**config.mk**
```make
export PLATFORM = sky130hd
export DESIGN_NAME = flash_xact_engine
export DESIGN_NICKNAME = d
export VERILOG_FILES = /design/src/rtl/flash_xact_engine.sv
export SDC_FILE = /design/constraint.sdc
export NUM_CORES = 2
export LEC_CHECK = 0
export ABC_AREA = 1
export BUFFER_PORTS_ARGS = -buffer_cell sky130_fd_sc_hd__buf_4
export CELL_PAD_IN_SITES_DETAIL_PLACEMENT = 1
export CELL_PAD_IN_SITES_GLOBAL_PLACEMENT = 1
export CORE_MARGIN = 2
export CORE_UTILIZATION = 40
export DETAILED_ROUTE_END_ITERATION = 8
export HOLD_SLACK_MARGIN = 0.12
export PLACE_DENSITY = 0.83
export SLEW_MARGIN = 40
export SYNTH_ARGS = -nofsm -noshare
export SYNTH_HDL_FRONTEND = slang
export SYNTH_SLANG_ARGS = --single-unit
```
**constraint.sdc**
```tcl
create_clock -name clk -period 4 [get_ports clk]
set_input_delay 0.2 -clock clk [delete_from_list [all_inputs] [get_ports clk]]
set_output_delay 0.2 -clock clk [all_outputs]
set_load 0.02 [all_outputs]
```
**src/rtl/flash_xact_engine.sv**
```systemverilog
module flash_xact_engine #(
  parameter int NW = 4
) (
  input  logic        clk,
  input  logic        rst_n,
  input  logic        bus_we,
  input  logic [6:0]  bus_addr,
  input  logic [31:0] bus_wdata,
  output logic [31:0] bus_rdata,
  output logic        sck,
  output logic [3:0]  cs_n,
  output logic [3:0]  io_out,
  output logic [3:0]  io_oe,
  input  logic [3:0]  io_in
);
  localparam int NB = NW * 4;
  localparam int SW = NB * 8;
  localparam logic [2:0] PH_DONE = 3'd5;

  logic [31:0] cfg, cmd_r, adr_r;
  logic [NW-1:0][31:0] wd, rd, rnext;
  logic busy, rel, half;
  logic [1:0] dev;
  logic [2:0] ph, first, after, ld_ph;
  logic [7:0] cnt;
  logic [SW-1:0] sh, rsh, wstream, ld_val, tmp;
  logic [4:0][7:0] cyc;
  logic [1:0] code_cur, ps_cur;
  logic [3:0] mask;
  logic [31:0] adr_sh;

  function automatic logic [1:0] sh_of(input logic [1:0] c);
    return (c == 2'd3) ? 2'd0 : c;
  endfunction

  function automatic logic [2:0] nxt(input logic [2:0] from, input logic [4:0][7:0] c);
    nxt = PH_DONE;
    for (int i = 4; i >= 0; i--)
      if (3'(i) >= from && c[i] != 8'd0) nxt = 3'(i);
  endfunction

  wire [2:0] ad_n = (cfg[13:11] > 3'd4) ? 3'd4 : cfg[13:11];
  wire [2:0] dm_n = cfg[23:21];
  wire [4:0] wr_n = (cfg[20:16] > 5'd16) ? 5'd16 : cfg[20:16];
  wire [4:0] rd_n = (cfg[28:24] > 5'd16) ? 5'd16 : cfg[28:24];

  always_comb begin
    cyc[0] = cfg[10] ? (8'd8 >> sh_of(cfg[1:0])) : 8'd0;
    cyc[1] = {2'b0, ad_n, 3'b0} >> sh_of(cfg[3:2]);
    cyc[2] = {2'b0, dm_n, 3'b0} >> sh_of(cfg[7:6]);
    cyc[3] = {wr_n, 3'b0} >> sh_of(cfg[5:4]);
    cyc[4] = {rd_n, 3'b0} >> sh_of(cfg[9:8]);
    case (ph)
      3'd0: code_cur = cfg[1:0];
      3'd1: code_cur = cfg[3:2];
      3'd2: code_cur = cfg[7:6];
      3'd3: code_cur = cfg[5:4];
      default: code_cur = cfg[9:8];
    endcase
    ps_cur = sh_of(code_cur);
    mask = (ps_cur == 2'd2) ? 4'hF : (ps_cur == 2'd1) ? 4'h3 : 4'h1;
  end

  assign first = nxt(3'd0, cyc);
  assign after = nxt(ph + 3'd1, cyc);
  assign ld_ph = busy ? after : first;
  assign adr_sh = adr_r << (8 * (4 - int'(ad_n)));

  always_comb begin
    for (int i = 0; i < NB; i++)
      wstream[SW-1-8*i -: 8] = wd[i/4][8*(i%4) +: 8];
    case (ld_ph)
      3'd0: ld_val = {cmd_r[7:0], {(SW-8){1'b0}}};
      3'd1: ld_val = {adr_sh, {(SW-32){1'b0}}};
      3'd3: ld_val = wstream;
      default: ld_val = '0;
    endcase
    rnext = '0;
    tmp = '0;
    for (int i = 0; i < NB; i++)
      if (i < int'(rd_n)) begin
        tmp = rsh >> (8 * (int'(rd_n) - 1 - i));
        rnext[i/4][8*(i%4) +: 8] = tmp[7:0];
      end
  end

  always_ff @(posedge clk or negedge rst_n) begin
    if (!rst_n) begin
      cfg <= '0; cmd_r <= '0; adr_r <= '0; wd <= '0; rd <= '0;
      busy <= 1'b0; rel <= 1'b1; dev <= '0; ph <= PH_DONE;
      half <= 1'b0; cnt <= '0; sh <= '0; rsh <= '0; sck <= 1'b0;
    end else if (!busy) begin
      if (bus_we) begin
        if (bus_addr == 7'h08) cfg <= bus_wdata;
        if (bus_addr == 7'h10) cmd_r <= bus_wdata;
        if (bus_addr == 7'h14) adr_r <= bus_wdata;
        if (bus_addr[6:4] == 3'b010 && bus_addr[1:0] == 2'b00) wd[bus_addr[3:2]] <= bus_wdata;
        if (bus_addr == 7'h0C) begin
          dev <= bus_wdata[9:8];
          rel <= bus_wdata[16];
          if (bus_wdata[0]) begin
            busy <= 1'b1; ph <= ld_ph; sh <= ld_val; cnt <= cyc[ld_ph];
            half <= 1'b0; rsh <= '0;
          end
        end
      end
    end else if (ph == PH_DONE) begin
      busy <= 1'b0;
      rd <= rnext;
    end else if (!half) begin
      half <= 1'b1;
      sck <= 1'b1;
      if (ph == 3'd4)
        case (ps_cur)
          2'd2: rsh <= {rsh[SW-5:0], io_in};
          2'd1: rsh <= {rsh[SW-3:0], io_in[1:0]};
          default: rsh <= {rsh[SW-2:0], io_in[1]};
        endcase
    end else begin
      half <= 1'b0;
      sck <= 1'b0;
      if (cnt == 8'd1) begin
        ph <= ld_ph; sh <= ld_val; cnt <= cyc[ld_ph];
      end else begin
        cnt <= cnt - 8'd1;
        sh <= sh << (1 << ps_cur);
      end
    end
  end

  wire drive = busy && (ph == 3'd0 || ph == 3'd1 || ph == 3'd3);
  assign io_oe = drive ? mask : 4'h0;
  assign io_out = io_oe & ((ps_cur == 2'd2) ? sh[SW-1 -: 4] :
                           (ps_cur == 2'd1) ? {2'b0, sh[SW-1 -: 2]} : {3'b0, sh[SW-1]});
  assign cs_n = ~((busy || !rel) ? (4'b0001 << dev) : 4'b0000);

  always_comb begin
    bus_rdata = '0;
    case (bus_addr)
      7'h08: bus_rdata = cfg;
      7'h0C: bus_rdata = {15'b0, rel, 6'b0, dev, 7'b0, busy};
      7'h10: bus_rdata = cmd_r;
      7'h14: bus_rdata = adr_r;
      7'h20, 7'h24, 7'h28, 7'h2C: bus_rdata = wd[bus_addr[3:2]];
      7'h30, 7'h34, 7'h38, 7'h3C: bus_rdata = rd[bus_addr[3:2]];
      default: bus_rdata = '0;
    endcase
  end
endmodule

```
==> impl_metrics.yaml <==
worst_setup_path:
  r2r-end: "rsh[87]"
  timing.critical_path.slowest_cell_delay_ns: 0.58
  reg2reg_depth: 16
  critical_path.endpoint_type: "output pin"
  worstSetupPathType: "reg -> out"
  cp_max_fo: 25
  internal_reg_to_reg_setup_slack_ns: 0.20
  cp.arrival_ns: 3.74
  cp_slowest_cell: "dfstp_2"
  rr_startpoint: "ph[0]"
  worstPathCellList: "ha_1 > ha_1 > nand2_1 > nand2_1 > a21oi_1 > o221ai_1 > o21a_1 > inv_1 > ha_4 > inv_6 > buf_6 > o21ai_0 > a211oi_1 > buf_4"
  critPathLaunchType: "flip-flop"
  cp_data_required_time_ns: 3.80
placed_design:
  port_buffers: 90
  hpwl_dp_mm: 147
  place_worst_setup_slack_ns: 0.278
  gpl_congestion: 1.02
clock_tree:
  postCtsSetupBuffers: 0
  clock_latency_ns: 0.69
  clkSlewWorstSetupHoldPaths_ns: 0.07
  cts_tree: "built"
  clock_sinks: 625
  htree_levels: 3
  clk_path_buf_depth: 3
  number_of_buffers_created_by_cts: 77
  root_buffer: "clkbuf_16"
status:
  status: "finished clean"
power_and_ir_drop:
  clkPwrFrac_pct: 19.2
  comb_power_share_pct: 57.0
  share_seq_of_total_power_pct: 23.8
  post-layout-total-power_mw: 39.8
  total_switching_power_mw: 20.7
  power.density_cell_area_nw_per_um2: 824
  switching_share_pct: 51.9
  internal_power_mw: 19.1
  p_leak_nw: 21.1
  power.ir.vdd_worst_mv: 0.614
drt:
  wl_met3_mm: 16.3
  drc: 0
  routed-wl-met2_mm: 90.9
  antenna_left: 0
  maxUsedRoutingLayer: "met5"
  first_pass_iters: 8
  routed_wire_length_per_instance_um: 27.2
  routedLengthMet1_mm: 78.4
  detailroute.via_count: 48500
  routed_wirelength_mm: 205
  vias_per_cell: 6.43
  drt_iter0_drc: 5492
sta:
  period_needed_ns: 3.94
  final.hold.worst_slack_ns: 0.119
  rsz_0062_raised_after_global_routing: "no"
  slew_viol_final: 0
  max_freq_mhz: 254
  final.setup.tns_ns: 0
  setup_slack_ns: 0.0635
  worstMarginPinSlew_ns: 0.958
  hold_viol: 0
  tightest_slew_margin_relative_to_the_limit_pct: 35.4
  timing.final.crit_share_pct: 98.4
  clock_skew_ns: 0.0453
  setup_viol: 0
final_layout:
  fillerInstances: 13400
  seq_area_um2: 15600
  multi_input_comb_area_um2: 22800
  drive_gt1_share_pct: 8.96
  nNetsFinal: 6167
  final_core_util_pct: 46.0
  area_growth_syn_to_layout_pct: 14.1
synth:
  synth_nets: 6221
  synth_top_family_by_area: "compound AO/OA/AOI/OAI gates"
  post_synth_and_or_nand_nor_area_fraction_pct: 22.1
  fraction_of_the_mapped_netlist_area_in_compound_gates_pct: 29.7
  post_synth_xor_area_fraction_pct: 0.180
  number_of_synthesis_warnings: 0
  edff_count_synth: 0
  post_synth_cell_types: 58
  post_synth_mux_area_share_pct: 0.402
  postSynthAreaPerCell_um2: 6.90
  syn_inst: 6143
  ys_async_sr_fraction_pct: 100
  syn_area_um2: 42400
  synth_sequential_area_ratio_pct: 36.9
  synth_flop_cell: "dfrtp_1"
  postSynthRegisterBits: 625
  adder_cell_share_of_the_synthesized_area_pct: 0.945
global_routing:
  grt_antenna_before_repair: 7
  grt_start_max_net_pins: 150
  grt_overflow: 0
  grt_pass1_vias: 47600
  gr-usage-all-layers_pct: 37.0
  grt_pass1_wl_mm: 306
floorplan:
  design.core.area_um2: 105000
  die_width_um: 329
  die_h_um: 329
  num_io_pins: 91
  num_rows: 119
  dieArea_um2: 109000
  start_util_pct: 40.3
min_path:
  worstHoldStart: "bus_wdata[8]"
  worstHoldPathCells: 3
  min_path_type: "in -> reg"
  worstHoldEndpoint: "dev[0]"
job:
  max_cap_violations: 0
-- layer usage --
| metal | global-route usage (%) | vias up |
|---|---|---|
| met4 | 30.2 | 8 |
| met1 | 46.0 | 24100 |
| met3 | 6.13 | 664 |
| met2 | 56.7 | 2512 |
| met5 | 0 | - |
| li1 | - | 21200 |
-- kinds of logic after synthesis --
logic type	Yosys count
buf+inv	1068
simple gates	2292
compound gates	2102
xor+xnor	7
flops	625
mux	17
fa+ha+maj	32
-- layout by cell type, fill, tap and decap left out, types with 46 or more instances in the layout --
master     count
nand2_1     1552
o21ai_0     1037
dfrtp_1      621
inv_1        538
nand3_1      349
a21oi_1      347
buf_4        291
nor2_1       257
o221ai_1     230
o2111ai_1    141
o22ai_1      139
clkbuf_16     78
a22oi_1       46
-- sequential cells by signal, indices dropped and copies added (netlist names), 8 cells and up --
name	flops
rd	128
cnt	8
rsh	128
cmd_r	32
cfg	32
wd	128
adr_r	32
sh	128
-- cell type report --
| class | count | area share (%) |
|---|---|---|
| timing repair buffer | 365 | 6.87 |
| clock buffer | 112 | 4.59 |
| sequential | 625 | 32.4 |
| tap | 1391 | 3.60 |
| multi-input combinational | 4450 | 47.1 |
| inverter | 570 | 4.49 |
| clock inverter | 26 | 0.932 |
| antenna | 4 | 0.0207 |
-- power groups by stage --
stage	sequential, mW	combinational (mW)	clock [mW]
floorplan	8.88	14.1	0
global placement	9.42	21.3	0
detailed placement	9.46	21.9	0
CTS	9.38	22.1	7.65
global route	9.61	24.5	7.92
finish	9.48	22.7	7.65
-- Yosys cell counts (5+ instances only) --
cell / count / area share [%]
nand2_1: 1557 / 14
o21ai_0: 1044 / 12
dfrtp_1: 622 / 37
inv_1: 547 / 4.8
clkbuf_1: 402 / 3.6
nand3_1: 353 / 4.2
a21oi_1: 348 / 4.1
nor2_1: 268 / 2.4
o221ai_1: 230 / 4.8
o2111ai_1: 141 / 2.9
o22ai_1: 139 / 2.1
buf_2: 53 / 0.63
a22oi_1: 46 / 0.82
nand4_1: 45 / 0.66
buf_1: 35 / 0.31
ha_1: 32 / 0.94
nor3_1: 27 / 0.32
o21ai_1: 25 / 0.30
a31oi_1: 23 / 0.34
inv_2: 19 / 0.17
o211ai_1: 19 / 0.34
mux2i_1: 17 / 0.40
a221o_1: 12 / 0.28
a211oi_1: 11 / 0.19
a221oi_1: 11 / 0.23
o21bai_1: 11 / 0.19
nand2_2: 10 / 0.15
nor2_4: 8 / 0.21
o2bb2ai_1: 8 / 0.17
buf_4: 7 / 0.12
o21a_1: 7 / 0.12
a211o_1: 6 / 0.12
o32ai_1: 6 / 0.12
or2_2: 6 / 0.089
nor2_2: 5 / 0.074
o31ai_1: 5 / 0.089
-- through the flow --
stage	instance area, µm²	cells
after floorplan	42400	6143
after global placement	45300	7366
after detailed placement	45300	7366
after CTS	48300	7537
after global routing	48300	7539
final	48300	7543
-- worst max-delay path: cells and delay by family (launching register included) --
| kind | cells | cell delay, ns |
|---|---|---|
| buffers and inverters | 4 | 0.88 |
| DFF | 1 | 0.58 |
| adders and majority gates | 3 | 0.59 |
| AOI/OAI and AO/OA | 5 | 0.82 |
| and+or+nand+nor | 2 | 0.15 |
-- what timing repair did --
item / 4_1_cts / 5_1_grt
setup endpoints to repair: 1 / 3
hold buffers: 33 / 1
hold endpoints to repair: 307 / 17
resized for setup: 1 / 3
-- how the worst max path moves through the flow --
| stage | from | endpoint | depth (start not counted) |
|---|---|---|---|
| after floorplan | cfg[28] | rd[15] | 18 |
| after global placement | ph[0] | sh[108] | 17 |
| after detailed placement | ph[0] | sh[108] | 17 |
| after CTS | ph[0] | io_out[1] | 14 |
| after global routing | ph[0] | io_out[0] | 14 |
| final | ph[0] | io_out[0] | 14 |
Note: power is estimated with default switching activity, not from simulation.
